`config.mk`:
```
export PLATFORM = sky130hd
export DESIGN_NAME = i2c_byte_shifter
export DESIGN_NICKNAME = d
export VERILOG_FILES = /design/src/rtl/i2cb_pkg.sv /design/src/rtl/i2cb_glitch_filter.sv /design/src/rtl/i2cb_shift_core.sv /design/src/rtl/i2cb_rx_buffer.sv /design/src/rtl/i2cb_event_unit.sv /design/src/rtl/i2c_byte_shifter.sv
export SDC_FILE = /design/constraint.sdc
export NUM_CORES = 1
export LEC_CHECK = 0
export ABC_CLOCK_PERIOD_IN_PS = 2300
export BUFFER_PORTS_ARGS = -buffer_cell sky130_fd_sc_hd__clkbuf_2
export CORE_MARGIN = 2
export CORE_UTILIZATION = 42
export CTS_CLUSTER_SIZE = 12
export DETAILED_ROUTE_END_ITERATION = 8
export GPL_TIMING_DRIVEN = 0
export PLACE_DENSITY = 0.71
export SLEW_MARGIN = 0
export SYNTH_ARGS = -nofsm -noshare
export SYNTH_HDL_FRONTEND = slang
export SYNTH_SLANG_ARGS = --single-unit
```
`constraint.sdc`:
```
create_clock -name clk -period 2.3 [get_ports clk]
set_input_delay 0.115 -clock clk [delete_from_list [all_inputs] [get_ports clk]]
set_output_delay 0.115 -clock clk [all_outputs]
set_load 0.02 [all_outputs]
```
`src/rtl/i2cb_pkg.sv`:
```
package i2cb_pkg;
  parameter int unsigned I2CB_DW = 8;
  parameter int unsigned I2CB_BW = I2CB_DW + 1;

  // Single-step layout: byte in low bits, top bit cleared.
  function automatic logic [I2CB_BW-1:0] lay_single(input logic [I2CB_DW-1:0] b);
    return {1'b0, b};
  endfunction

  // Early layout: bits 1..7 one place down, last bit parked on top, bit 7 kept.
  function automatic logic [I2CB_BW-1:0] lay_early(input logic [I2CB_BW-1:0] cur,
                                                   input logic [I2CB_DW-1:0] b);
    return {b[0], cur[I2CB_DW-1], b[I2CB_DW-1:1]};
  endfunction

  // Late layout: byte in low bits, top bit kept.
  function automatic logic [I2CB_BW-1:0] lay_late(input logic [I2CB_BW-1:0] cur,
                                                  input logic [I2CB_DW-1:0] b);
    return {cur[I2CB_DW], b};
  endfunction
endpackage

```
`src/rtl/i2cb_glitch_filter.sv`:
```
module i2cb_glitch_filter #(
  parameter int unsigned FILT_CYC = 40
) (
  input  logic clk,
  input  logic rst_n,
  input  logic raw_i,
  output logic filt_o
);
  localparam int unsigned CW = $clog2(FILT_CYC + 1);
  localparam logic [CW-1:0] LIMIT = CW'(FILT_CYC - 1);

  logic [1:0]    sync_q;
  logic [CW-1:0] run_q;

  always_ff @(posedge clk or negedge rst_n) begin
    if (!rst_n) begin
      sync_q <= 2'b11;
      run_q  <= '0;
      filt_o <= 1'b1;
    end else begin
      sync_q <= {sync_q[0], raw_i};
      if (sync_q[1] == filt_o) begin
        run_q <= '0;
      end else if (run_q == LIMIT) begin
        filt_o <= sync_q[1];
        run_q  <= '0;
      end else begin
        run_q <= run_q + 1'b1;
      end
    end
  end

  // A filtered change needs a full run of differing samples.
  assert_filt_hold_R10: assert property (@(posedge clk) disable iff (!rst_n)
    (filt_o != $past(filt_o)) |-> ($past(run_q) == LIMIT));
endmodule

```
`src/rtl/i2cb_shift_core.sv`:
```
module i2cb_shift_core
  import i2cb_pkg::*;
(
  input  logic               clk,
  input  logic               rst_n,
  input  logic               enable,
  input  logic               tx_load,
  input  logic [I2CB_DW-1:0] tx_data,
  input  logic               scl_f,
  input  logic               sda_f,
  output logic               started,
  output logic               drive_low,
  output logic               slot_open,
  output logic               ack_rise,
  output logic               frame_end,
  output logic               ack_lvl,
  output logic [I2CB_DW-1:0] rx_byte
);
  localparam int unsigned CW = $clog2(I2CB_DW + 1);
  localparam logic [CW-1:0] ACK_IDX   = CW'(I2CB_DW);
  localparam logic [CW-1:0] LAST_DATA = CW'(I2CB_DW - 1);

  logic               scl_q, busy;
  logic [CW-1:0]      cnt;
  logic [I2CB_DW-1:0] tx_sh, rx_sh;
  logic               rise, fall, live;

  assign rise      = scl_f & ~scl_q;
  assign fall      = ~scl_f & scl_q;
  assign live      = enable & busy & ~tx_load;
  assign slot_open = live & fall & (cnt == LAST_DATA);
  assign ack_rise  = live & rise & (cnt == ACK_IDX);
  assign frame_end = live & fall & (cnt == ACK_IDX);
  assign ack_lvl   = sda_f;
  assign rx_byte   = rx_sh;
  assign drive_low = busy & (cnt != ACK_IDX) & ~tx_sh[I2CB_DW-1];

  always_ff @(posedge clk or negedge rst_n) begin
    if (!rst_n) begin
      scl_q   <= 1'b1;
      busy    <= 1'b0;
      started <= 1'b0;
      cnt     <= '0;
      tx_sh   <= '1;
      rx_sh   <= '0;
    end else begin
      scl_q <= scl_f;
      if (!enable) begin
        busy    <= 1'b0;
        started <= 1'b0;
        cnt     <= '0;
      end else if (tx_load) begin
        tx_sh   <= tx_data;
        cnt     <= '0;
        busy    <= 1'b1;
        started <= 1'b1;
      end else if (busy) begin
        if (rise && cnt != ACK_IDX) rx_sh <= {rx_sh[I2CB_DW-2:0], sda_f};
        if (fall) begin
          if (cnt == ACK_IDX) begin
            busy <= 1'b0;
            cnt  <= '0;
          end else begin
            cnt   <= cnt + 1'b1;
            tx_sh <= {tx_sh[I2CB_DW-2:0], 1'b1};
          end
        end
      end
    end
  end

  assert_cnt_range_R4: assert property (@(posedge clk) disable iff (!rst_n)
    cnt <= ACK_IDX);
  assert_frame_close_R4: assert property (@(posedge clk) disable iff (!rst_n)
    frame_end |=> !busy);
endmodule

```
`src/rtl/i2cb_rx_buffer.sv`:
```
module i2cb_rx_buffer
  import i2cb_pkg::*;
(
  input  logic               clk,
  input  logic               rst_n,
  input  logic               two_step,
  input  logic               slot_open,
  input  logic               ack_rise,
  input  logic [I2CB_DW-1:0] rx_byte,
  output logic [I2CB_BW-1:0] rx_buf
);
  always_ff @(posedge clk or negedge rst_n) begin
    if (!rst_n) begin
      rx_buf <= '0;
    end else if (slot_open) begin
      rx_buf <= two_step ? lay_early(rx_buf, rx_byte) : lay_single(rx_byte);
    end else if (ack_rise && two_step) begin
      rx_buf <= lay_late(rx_buf, rx_byte);
    end
  end

  assert_single_load_R7: assert property (@(posedge clk) disable iff (!rst_n)
    (slot_open && !two_step) |=> (rx_buf == {1'b0, $past(rx_byte)}));
  assert_early_load_R8: assert property (@(posedge clk) disable iff (!rst_n)
    (slot_open && two_step) |=>
      (rx_buf[I2CB_DW-2:0] == $past(rx_byte[I2CB_DW-1:1])) &&
      (rx_buf[I2CB_DW] == $past(rx_byte[0])));
  assert_late_load_R9: assert property (@(posedge clk) disable iff (!rst_n)
    (ack_rise && two_step) |=>
      (rx_buf[I2CB_DW-1:0] == $past(rx_byte)) && $stable(rx_buf[I2CB_DW]));
endmodule

```
`src/rtl/i2cb_event_unit.sv`:
```
module i2cb_event_unit (
  input  logic clk,
  input  logic rst_n,
  input  logic evt_mode,
  input  logic ck_delay,
  input  logic slot_open,
  input  logic ack_rise,
  input  logic frame_end,
  input  logic ack_lvl,
  output logic ev_ack,
  output logic ev_nack,
  output logic ev_rx,
  output logic ev_tx
);
  logic [1:0] cfg_q;
  logic       cfg_chg;

  assign cfg_chg = ({evt_mode, ck_delay} != cfg_q);

  always_ff @(posedge clk) cfg_q <= {evt_mode, ck_delay};

  always_ff @(posedge clk or negedge rst_n) begin
    if (!rst_n) begin
      ev_ack  <= 1'b0;
      ev_nack <= 1'b0;
      ev_rx   <= 1'b0;
      ev_tx   <= 1'b0;
    end else begin
      ev_ack  <= ack_rise  & ~evt_mode & ~ack_lvl & ~cfg_chg;
      ev_nack <= ack_rise  & ~evt_mode &  ack_lvl & ~cfg_chg;
      ev_rx   <= slot_open &  evt_mode & ~cfg_chg;
      ev_tx   <= frame_end &  evt_mode & ~cfg_chg;
    end
  end

  assert_ack_mode_R5: assert property (@(posedge clk) disable iff (!rst_n)
    (ev_ack || ev_nack) |-> !$past(evt_mode));
  assert_byte_mode_R6: assert property (@(posedge clk) disable iff (!rst_n)
    (ev_rx || ev_tx) |-> $past(evt_mode));
  assert_cfg_quiet_R11: assert property (@(posedge clk) disable iff (!rst_n)
    ({evt_mode, ck_delay} != $past({evt_mode, ck_delay})) |=>
      !(ev_ack || ev_nack || ev_rx || ev_tx));
  assert_one_pulse_R12: assert property (@(posedge clk) disable iff (!rst_n)
    (ev_ack || ev_nack || ev_rx || ev_tx) |=> !(ev_ack || ev_nack || ev_rx || ev_tx));
endmodule

```
`src/rtl/i2c_byte_shifter.sv`:
```
module i2c_byte_shifter
  import i2cb_pkg::*;
#(
  parameter int unsigned FILT_CYC = 40
) (
  input  logic               clk,
  input  logic               rst_n,
  input  logic               enable,
  input  logic               evt_mode,
  input  logic               ck_delay,
  input  logic               dflt_wr,
  input  logic               dflt_val,
  input  logic [I2CB_DW-1:0] tx_data,
  input  logic               tx_load,
  input  logic               scl_i,
  input  logic               sda_i,
  output logic               sda_oe,
  output logic [I2CB_BW-1:0] rx_buf,
  output logic               ev_ack,
  output logic               ev_nack,
  output logic               ev_rx,
  output logic               ev_tx
);
  localparam int unsigned NLINES = 2;

  logic [NLINES-1:0] line_raw, line_filt;
  logic              dflt_q, started, drive_low;
  logic              slot_open, ack_rise, frame_end, ack_lvl;
  logic [I2CB_DW-1:0] rx_byte;

  assign line_raw = {scl_i, sda_i};

  for (genvar g = 0; g < NLINES; g++) begin : g_filt
    i2cb_glitch_filter #(.FILT_CYC(FILT_CYC)) filt_i (
      .clk(clk), .rst_n(rst_n), .raw_i(line_raw[g]), .filt_o(line_filt[g]));
  end

  always_ff @(posedge clk or negedge rst_n) begin
    if (!rst_n) dflt_q <= 1'b1;
    else if (!enable && dflt_wr) dflt_q <= dflt_val;
  end

  i2cb_shift_core core_i (
    .clk(clk), .rst_n(rst_n), .enable(enable), .tx_load(tx_load), .tx_data(tx_data),
    .scl_f(line_filt[1]), .sda_f(line_filt[0]), .started(started), .drive_low(drive_low),
    .slot_open(slot_open), .ack_rise(ack_rise), .frame_end(frame_end),
    .ack_lvl(ack_lvl), .rx_byte(rx_byte));

  i2cb_rx_buffer buf_i (
    .clk(clk), .rst_n(rst_n), .two_step(evt_mode & ck_delay), .slot_open(slot_open),
    .ack_rise(ack_rise), .rx_byte(rx_byte), .rx_buf(rx_buf));

  i2cb_event_unit evt_i (
    .clk(clk), .rst_n(rst_n), .evt_mode(evt_mode), .ck_delay(ck_delay),
    .slot_open(slot_open), .ack_rise(ack_rise), .frame_end(frame_end), .ack_lvl(ack_lvl),
    .ev_ack(ev_ack), .ev_nack(ev_nack), .ev_rx(ev_rx), .ev_tx(ev_tx));

  assign sda_oe = started ? drive_low : ~dflt_q;

  assert_dflt_locked_R2: assert property (@(posedge clk) disable iff (!rst_n)
    (enable && $past(enable)) |-> (dflt_q == $past(dflt_q)));
  assert_ack_release_R3: assert property (@(posedge clk) disable iff (!rst_n)
    ack_rise |-> !sda_oe);
endmodule

```
==> metrics.yaml, run 1 <==
routing:
  first_pass_iters: 4
  vias_per_cell: 5.09
  wl_um: 4240
  wl_per_cell_um: 12.9
  drt_iter0_drc: 93
  drtAntennaViolNets: 0
  drc: 0
  dr_total_vias: 1674
timing:
  drv_slew: 0
  min_period_ns: 1.93
  rsz0062_at_grt: "false"
  worstMarginPinSlew_ns: 0.756
  hold_viol: 0
  max_freq_ghz: 0.517
  tns_ns: 0
  final-setup-viol-count: 0
  fin_skew_ns: 0.00532
  slew_headroom: 0.496
  fin_crit_sh: 0.840
layout:
  n_fill_cell: 512
  synthToLayoutAreaGrowth_pct: 20.2
  layout-drive-gt1-share: 0.339
  instances_no_fill: 329
  post-route-util: 0.514
  layout.nets: 271
  n_antenna_cell: 0
grt:
  grt_pass1_vias: 1652
  gr-total-overflow: 0
  grt_pass1_wl_um: 7560
  antenna_found_initial: 0
  grtUsageTotal: 0.153
  grt_start_max_net_pins: 56
worst_setup_path:
  worst-path-max-fanout: 8
  worstSetupEndpointType: "flip-flop"
  cp.required_ns: 2.51
  cp.arrival_ns: 2.14
  critPathKind: "flip-flop to flip-flop"
  startpoint_type: "flip-flop"
  r2r_cells: 6
power_and_ir_drop:
  combPwrFrac: 0.089
  ir_drop_mv: 0.514
  total_power_mw: 2.20
  leakagePower_nw: 1.39
  p_sw_mw: 0.504
  p_sw_frac: 0.230
  pwr-share-seq: 0.515
  clockPowerShare: 0.396
  powerDensity_mw_per_mm2: 730
  intPower_mw: 1.69
synth:
  yosys.area.top_type: "dfrtp_1"
  syn_inst: 201
  syn_area_mm2: 0.00250
  synth_top_cell_area_share: 0.390
  seq_area_frac_synth: 0.574
  synth.most_common_cell: "dfrtp_1"
  yosysWarningCount: 0
  ys_top_cells_by_count: "39 x dfrtp_1, 24 x nor2_1, 16 x dfstp_2, 16 x mux2_2, 9 x o21a_1"
  synth_fp_nets: 223
  async_reset_ff_frac: 0.965
  syn_area_per_cell_um2: 12.4
  ys_ff_latch: 57
  synth_cell_type_count: 36
  synthTopCellsByArea: "dfrtp_1 39%, dfstp_2 17%, mux2_2 7.2%, mux2_1 3.6%, nor2_1 3.6%"
  synth_ff_type: "dfrtp_1"
  synth_edf_count: 0
cts:
  postCtsHoldBufs: 4
  clock_sinks: 57
  cts_resized: 0
  clockBufferDepth: 2
  post_cts_buffers: 0
  clk_latency_ns: 0.33
  htree_levels: 3
  cts_buffers: 9
  cts_root_buffer: "clkbuf_8"
  cts_tree: "done"
  clkSlewWorstSetupHoldPaths_ns: 0.06
job:
  drv_cap: 0
die:
  dieArea_mm2: 0.00659
  rows: 28
  die_x_um: 81.2
  chipHeight_um: 81.2
  core-area_mm2: 0.00585
  pin_count: 32
  start_util: 0.428
hold_path:
  hold_depth: 3
  hold_path_class: "primary input to flip-flop"
outcome:
  status: "finished clean"
place:
  place_inst: 307
  dp_hpwl_um: 2870
  portBuffers: 31
  gp_congestion: 0.724
## cell usage in the layout, fill, tap and decap left out, types with 3 or more instances in the layout
cell,instances
dfstp_2,16
nor3_1,3
nor2b_1,3
nor2_1,24
nor4_1,4
a21oi_1,6
mux2_1,8
nand2_1,7
inv_1,4
buf_2,5
nand3_1,5
o21a_1,9
mux2_2,16
clkbuf_8,9
clkbuf_2,30
xor2_1,6
nand4_1,3
o21ai_0,4
xnor2_1,7
ha_1,4
nand3b_1,4
o32a_1,7
dfrtp_1,39
dlygate4sd3_1,5
## worst paths after layout
| check | start | to | slack, ns |
|---|---|---|---|
| worst max-delay path | core_i.cnt[0] | core_i.rx_byte[2] | 0.37 |
| worst min-delay path | tx_data[0] | core_i.tx_sh[0] | 0.02 |
| worst max register to register | core_i.cnt[0] | core_i.rx_byte[2] | 0.37 |
| worst min register to register | g_filt[1].filt_i.sync_q[0] | g_filt[1].filt_i.sync_q[1] | 0.35 |
| max in group asynchronous | rst_n | g_filt[0].filt_i.filt_o | 1.49 |
| min in group asynchronous | rst_n | buf_i.rx_buf[7] | 0.22 |
## stage by stage
step / setup slack (ns) / area (µm²) / hold slack [ns]
after floorplan: 0.535 / 2500 / -0.181
after global placement: 0.384 / 2750 / 0.204
after detailed placement: 0.370 / 2750 / 0.206
after CTS: 0.362 / 2980 / 0.00143
after global routing: 0.238 / 3010 / 0.000481
final: 0.367 / 3010 / 0.0174
## registers in the layout (all words and copies together), names as in the netlist, 2 cells and up
name and flops:
evt_i.cfg_q 2, core_i.tx_sh 8, g_filt.filt_i.filt_o 2, g_filt.filt_i.run_q 12
g_filt.filt_i.sync_q 4, core_i.rx_byte 8, buf_i.rx_buf 9, core_i.cnt 4
## cell families (layout without fill, tap and decap cells)
| logic type | Yosys count | after routing | share of synthesized area |
|---|---|---|---|
| AO/OA/AOI/OAI | 30 | 30 | 0.0890 |
| XOR/XNOR | 13 | 13 | 0.0455 |
| adder cells (fa/ha/maj) | 4 | 4 | 0.0200 |
| buffers and inverters | 9 | 62 | 0.0155 |
| flip-flops | 57 | 57 | 0.574 |
| multiplexers | 25 | 25 | 0.112 |
| AND/OR/NAND/NOR | 63 | 63 | 0.144 |
## power by group through the flow
stage | Clock, mW | Combinational (mW) | Sequential, mW
floorplan | 0 | 0.112 | 1.15
global placement | 0 | 0.185 | 1.14
detailed placement | 0 | 0.189 | 1.15
CTS | 0.901 | 0.195 | 1.13
global route | 0.964 | 0.221 | 1.14
finish | 0.868 | 0.196 | 1.13
## routing by layer
metal,up-vias,global-route usage,part of all wire
li1,814,-,-
met1,823,0.185,0.47
met2,33,0.247,0.48
met3,4,0.0689,0.045
met4,0,0.0458,0.0097
met5,-,0,0
## worst max-delay path: stages (launching register included)
cell     delay (ns)
dfrtp_1        0.40
inv_1          0.08
ha_1           0.22
and3b_1        0.17
buf_2          0.16
nor3_4         0.42
mux2_1         0.37
## area by class of cell
type                       count  area, µm²  share of cell area
buffer                         5       23.8             0.00790
clock buffer                  10        128              0.0424
clock inverter                 6       58.8              0.0196
inverter                       4       15.0             0.00499
multi-input combinational    135       1030               0.342
sequential                    57       1440               0.478
tap                           75       93.8              0.0312
timing repair buffer          37        225              0.0749
Note: power is estimated with default switching activity, not from simulation.
==> run 2, diff against run 1 <==
ABC_CLOCK_PERIOD_IN_PS = 1900   (was 2300)
clock period = 1.9 ns   (was 2.3 ns; I/O delays follow)
==> run 2 against run 1 <==
Sequential share of layout area down 2.1 points. Clock power grew 22%. Combinational power up 39%.
==> metrics.yaml, run 2 (synthesis results as in run 1) <==
die:
  core-area_mm2: 0.00585  # unchanged
  rows: 28  # unchanged
  start_util: 0.428  # unchanged
  chipHeight_um: 81.2  # unchanged
  die_x_um: 81.2  # unchanged
  dieArea_mm2: 0.00659  # unchanged
  pin_count: 32  # unchanged
power_and_ir_drop:
  intPower_mw: 2.07  # +23%
  powerDensity_mw_per_mm2: 859  # +18%
  ir_drop_mv: 0.623  # +21%
  leakagePower_nw: 1.47  # +5.4%
  pwr-share-seq: 0.508  # -0.007
  combPwrFrac: 0.101  # +0.012
  total_power_mw: 2.70  # +23%
  p_sw_mw: 0.626  # +24%
  p_sw_frac: 0.232  # +0.00213
  clockPowerShare: 0.391  # -0.005
layout:
  n_fill_cell: 496  # -3.1%
  largest_reg_flops: 12  # unchanged
  largest_registers: "g_filt.filt_i.run_q x12, buf_i.rx_buf x9"
  largest_register: "g_filt.filt_i.run_q"
  final_cell_mix: "39 x dfrtp_1, 30 x clkbuf_2, 23 x nor2_1, 16 x dfstp_2, 10 x mux2_2"
  multiInputGateArea_mm2: 0.00108  # +5.2%
  post-route-util: 0.537  # +0.0233
  seqCellArea_mm2: 0.00144  # unchanged
  fin_area_mm2: 0.00314  # +4.5%
  layout.nets: 278  # +2.6%
  n_antenna_cell: 0  # unchanged
  final_common_cell: "dfrtp_1"
  synthToLayoutAreaGrowth_pct: 25.7
  layout-drive-gt1-share: 0.368  # +0.0292
timing:
  max_freq_ghz: 0.557  # +7.6%
  fin_skew_ns: 0.00560  # +0.000282 ns
  final-setup-viol-count: 0  # unchanged
  hold_viol: 0  # unchanged
  worstMarginPinSlew_ns: 0.543  # -0.213 ns
  setup_ws_ns: 0.104  # -0.263 ns
  rsz0062_at_grt: "false"
  min_period_ns: 1.80  # -0.137 ns
  slew_headroom: 0.638  # +0.142
  tns_ns: 0  # unchanged
  drv_slew: 0  # unchanged
  fin_crit_sh: 0.945  # +0.105
worst_setup_path:
  cpPeakStageDelay_ns: 0.53  # +0.11 ns
  critPathKind: "flip-flop to flip-flop"
  crit_chain: "ha_2, nand4b_4, or4_4, buf_6, o32a_1, o21a_1"
  crit_slowest_cell: "or4_4"
  cp.arrival_ns: 2.02  # -0.12 ns
  cp.required_ns: 2.12  # -0.39 ns
  critPathTopFamily: "simple AND/OR/NAND/NOR gates"
  cp_num_buf_inv: 1  # -1
  worstSetupEndpointType: "flip-flop"
  startpoint_type: "flip-flop"
  worst-path-max-fanout: 8  # unchanged
routing:
  dr_total_vias: 1704  # +1.8%
  drc: 0  # unchanged
  first_pass_iters: 4  # unchanged
  drtAntennaViolNets: 0  # unchanged
  wl_um: 4400  # +3.7%
  wl_per_cell_um: 13.1  # +1.5%
  vias_per_cell: 5.07  # -0.33%
  drt_iter0_drc: 66  # -29%
grt:
  grt_start_max_net_pins: 56  # unchanged
  grt_pass1_wl_um: 7670  # +1.5%
  use_met2: 0.252  # +0.00496
  grt_pass1_vias: 1673  # +1.3%
  gr-total-overflow: 0  # unchanged
  grtUsageTotal: 0.155  # +0.00213
  met3_usage: 0.0689  # unchanged
  grtUsageMet1: 0.187  # +0.00214
  grt_busiest_layer: "met2"
  antenna_found_initial: 0  # unchanged
cts:
  cts_buffers: 9  # unchanged
  clk_latency_ns: 0.33  # about the same
  clkSlewWorstSetupHoldPaths_ns: 0.06  # about the same
  htree_levels: 3  # unchanged
  cts_root_buffer: "clkbuf_8"
  clock_sinks: 57  # unchanged
  clockBufferDepth: 2  # unchanged
  cts_tree: "done"
job:
  drv_cap: 0  # unchanged
place:
  gp_congestion: 0.724  # unchanged
  pre_cts_slack_ns: -0.0300  # -0.400 ns
  portBuffers: 31  # unchanged
  dp_hpwl_um: 2870  # unchanged
  place_area_mm2: 0.00275  # unchanged
hold_path:
  hold_path_class: "primary input to flip-flop"
outcome:
  status: "finished clean"
run 2: worst paths after layout:
check	from	endpoint	slack, ns	depth (start not counted)
max	core_i.cnt[0]	buf_i.rx_buf[0]	0.10	6
min	enable	core_i.started	0.06	2
max reg2reg	core_i.cnt[0]	buf_i.rx_buf[0]	0.10	6
min reg2reg	g_filt[1].filt_i.sync_q[0]	g_filt[1].filt_i.sync_q[1]	0.35	0
max in group asynchronous	rst_n	g_filt[1].filt_i.sync_q[1]	0.99	3
min in group asynchronous	rst_n	buf_i.rx_buf[7]	0.28	2
run 2: layout make-up:
class,count,share of cell area
Tap cell,75,0.0298
Sequential cell,57,0.457
Clock inverter,6,0.0187
Timing Repair Buffer,44,0.0951
Inverter,4,0.00478
Clock buffer,10,0.0406
Multi-Input combinational cell,135,0.344
Buffer,5,0.0103
run 2: stage by stage:
| stage | hold slack, ns | instances |
|---|---|---|
| final | 0.0638 | 336 |
| after global routing | 0.0535 | 336 |
| after CTS | 0.0513 | 331 |
| after detailed placement | 0.186 | 307 |
| after global placement | 0.184 | 307 |
| after floorplan | -0.201 | 201 |
run 2: what timing repair did:
action | in CTS | in global routing
hold buffers | 6 | 1
resized for setup | 1 | 18
pin swaps | 1 | 4
buffers inserted | 2 | 3
hold endpoints to repair | 6 | 20
setup endpoints to repair | 15 | 21
run 2: routing by layer:
layer	vias up	part of all wire
li1	828	-
met1	833	0.47
met2	37	0.47
met3	6	0.049
met4	0	0.011
met5	-	0
run 2: power groups by stage:
stage	registers [mW]	clock network (mW)	logic (mW)
after floorplan	1.39	0	0.135
after CTS	1.37	1.09	0.241
after global placement	1.39	0	0.223
after global routing	1.38	1.17	0.302
after detailed placement	1.39	0	0.229
final	1.37	1.06	0.272
run 2: worst register-to-register path, delay by kind of cell, from the launching register on:
family | cells | cell delay [ns]
compound gates | 2 | 0.27
fa+ha+maj | 1 | 0.21
flops | 1 | 0.40
buf+inv | 1 | 0.15
simple gates | 2 | 0.66
==> run 3, diff against run 2 <==
CORE_UTILIZATION = 55   (was 42)
CTS_BUF_LIST = sky130_fd_sc_hd__clkbuf_8   (was unset)
PLACE_DENSITY = 0.86   (was 0.71)
SLEW_MARGIN = unset   (was 0)
==> run 3 against run 2 <==
Flip-flop and latch count did not move. Critical endpoint is now core_i.rx_byte[2]. Combinational power fell by 3%. Via count rose by 1.1%. Register-to-register slack got worse by 0.05 ns. Non-clock buffer count rose by 2. Core utilization rose by 19 points. Largest cell class unchanged. Sequential share of layout area fell by 0.051 points. Highest routed layer unchanged.
==> metrics.yaml, run 3 (synthesis results as in run 1) <==
layout:
  n_antenna_cell: 0  # unchanged
  final_cell_mix: "38 x dfrtp_1, 30 x clkbuf_2, 24 x nor2_1, 16 x dfstp_2, 12 x mux2_2"
  n_fill_cell: 297  # -40%
  largest_register: "g_filt.filt_i.run_q"
  synthToLayoutAreaGrowth_pct: 25.9
  largest_reg_flops: 12  # unchanged
  seqCellArea_mm2: 0.00144  # about the same
  layout.nets: 280  # +0.72%
  multiInputGateArea_mm2: 0.00108  # -0.23%
  final_common_cell: "dfrtp_1"
  instances_no_fill: 315  # -6.3%
  layout-drive-gt1-share: 0.376  # +0.00861
  largest_registers: "g_filt.filt_i.run_q x12, buf_i.rx_buf x9"
timing:
  fin_crit_sh: 0.970  # +0.0248
  slew_headroom: 0.688  # +0.0496
  max_freq_ghz: 0.542  # -2.6%
  rsz0062_at_grt: "true"
  drv_slew: 0  # unchanged
  hold_viol: 0  # unchanged
  fin_skew_ns: 0.00763  # +0.00203 ns
  min_period_ns: 1.84  # +0.0471 ns
  worstMarginPinSlew_ns: 0.469  # -0.0744 ns
  final-setup-viol-count: 0  # unchanged
  tns_ns: 0  # unchanged
routing:
  vias_per_cell: 5.47  # +7.9%
  drc: 0  # unchanged
  dr_total_vias: 1723  # +1.1%
  wl_per_cell_um: 14.6  # +12%
  wl_um: 4610  # +4.8%
  first_pass_iters: 4  # unchanged
  drtAntennaViolNets: 0  # unchanged
  drt_iter0_drc: 122  # +85%
cts:
  htree_levels: 3  # unchanged
  cts_buffers: 9  # unchanged
  clk_latency_ns: 0.33  # about the same
  clockBufferDepth: 2  # unchanged
  clock_sinks: 57  # unchanged
  cts_tree: "done"
  clkSlewWorstSetupHoldPaths_ns: 0.06  # about the same
  cts_root_buffer: "clkbuf_8"
worst_setup_path:
  worstSetupEndpointType: "flip-flop"
  crit_slowest_cell: "dfrtp_1"
  worst-path-max-fanout: 7  # -1
  crit_chain: "inv_1, ha_2, and3b_1, buf_4, nor3_4, buf_12, mux2_1"
  r2r_cells: 7  # +1
  cpPeakStageDelay_ns: 0.43  # -0.10 ns
  cp.required_ns: 2.10  # -0.02 ns
  cp_num_buf_inv: 3  # +2
  worstSetupPathDepth: 7  # +1
  crit_path_start: "core_i.cnt[1]"
  critPathTopFamily: "flip-flops"
  startpoint_type: "flip-flop"
  r2r-start: "core_i.cnt[1]"
  critPathKind: "flip-flop to flip-flop"
  cp.arrival_ns: 2.05  # +0.03 ns
place:
  portBuffers: 31  # unchanged
  gp_congestion: 0.768  # +6.1%
  dp_hpwl_um: 2740  # -4.4%
  place_inst: 284  # -7.5%
die:
  core-area_mm2: 0.00435  # -26%
  start_util: 0.575  # +0.147
  rows: 24  # -14%
  die_x_um: 71.5  # -12%
  dieArea_mm2: 0.00511  # -23%
  chipHeight_um: 71.5  # -12%
  pin_count: 32  # unchanged
power_and_ir_drop:
  intPower_mw: 2.13  # +2.9%
  leakagePower_nw: 1.49  # +1.4%
  pwr-share-seq: 0.501  # -0.007
  clockPowerShare: 0.402  # +0.011
  ir_drop_mv: 0.653  # +4.8%
  p_sw_mw: 0.601  # -4.1%
  combPwrFrac: 0.097  # -0.004
  p_sw_frac: 0.220  # -0.0122
  powerDensity_mw_per_mm2: 868  # +1.0%
grt:
  grt_start_max_net_pins: 56  # unchanged
  antenna_found_initial: 0  # unchanged
  grtUsageTotal: 0.200  # +0.0446
  gr-total-overflow: 0  # unchanged
  grt_pass1_wl_um: 7710  # +0.46%
  grt_pass1_vias: 1738  # +3.9%
outcome:
  status: "finished clean"
job:
  drv_cap: 0  # unchanged
hold_path:
  hp-start: "enable"
  hold_depth: 2  # unchanged
  hold_path_class: "primary input to flip-flop"
## run 3: layer usage
layer	vias up	global-route usage	share of wire
li1	831	-	-
met1	846	0.245	0.44
met2	40	0.318	0.51
met3	6	0.0619	0.039
met4	0	0.107	0.017
met5	-	0	0
## run 3: what timing repair did
action | in CTS | in global routing
endpoints found under the setup margin | 16 | 24
gates cloned | 0 | 0
pin swaps | 2 | 3
gates resized for setup | 1 | 16
hold buffers | 6 | 1
endpoints found under the hold margin | 6 | 13
buffers inserted | 2 | 5
## run 3: per-stage QoR
| step | instance area (µm²) | total power, mW | hold slack [ns] | worst slack, ns | util |
|---|---|---|---|---|---|
| 6_report | 3150 | 2.73 | 0.0840 | 0.0565 | 0.724 |
| 5_1_grt | 3150 | 2.86 | 0.0863 | -0.0239 | 0.724 |
| 4_1_cts | 3020 | 2.75 | 0.0666 | 0.0100 | 0.693 |
| 3_5_place_dp | 2720 | 1.62 | 0.184 | -0.0476 | 0.625 |
| 3_3_place_gp | 2720 | 1.61 | 0.183 | -0.0267 | 0.625 |
| 2_1_floorplan | 2500 | 1.53 | -0.201 | 0.135 | - |
## run 3: worst paths after layout
path | slack [ns] | endpoint
min in group asynchronous | 0.20 | g_filt[0].filt_i.run_q[0]
max in group asynchronous | 1.11 | g_filt[1].filt_i.sync_q[0]
max reg2reg | 0.06 | core_i.rx_byte[2]
min reg2reg | 0.36 | g_filt[1].filt_i.sync_q[1]
min | 0.08 | core_i.started
max | 0.06 | core_i.rx_byte[2]
## run 3: area by class of cell
class,count,area share
buffer,5,0.0103
clock inverter,5,0.0151
clock buffer,11,0.0481
tap,52,0.0207
timing repair buffer,46,0.102
sequential,57,0.456
multi-input combinational,135,0.342
inverter,4,0.00477
## run 3: power by group through the flow
stage / clock network [mW] / registers (mW) / logic, mW
after floorplan: 0 / 1.39 / 0.135
final: 1.10 / 1.37 / 0.265
after global placement: 0 / 1.39 / 0.221
after CTS: 1.14 / 1.37 / 0.241
after global routing: 1.19 / 1.38 / 0.293
after detailed placement: 0 / 1.39 / 0.229
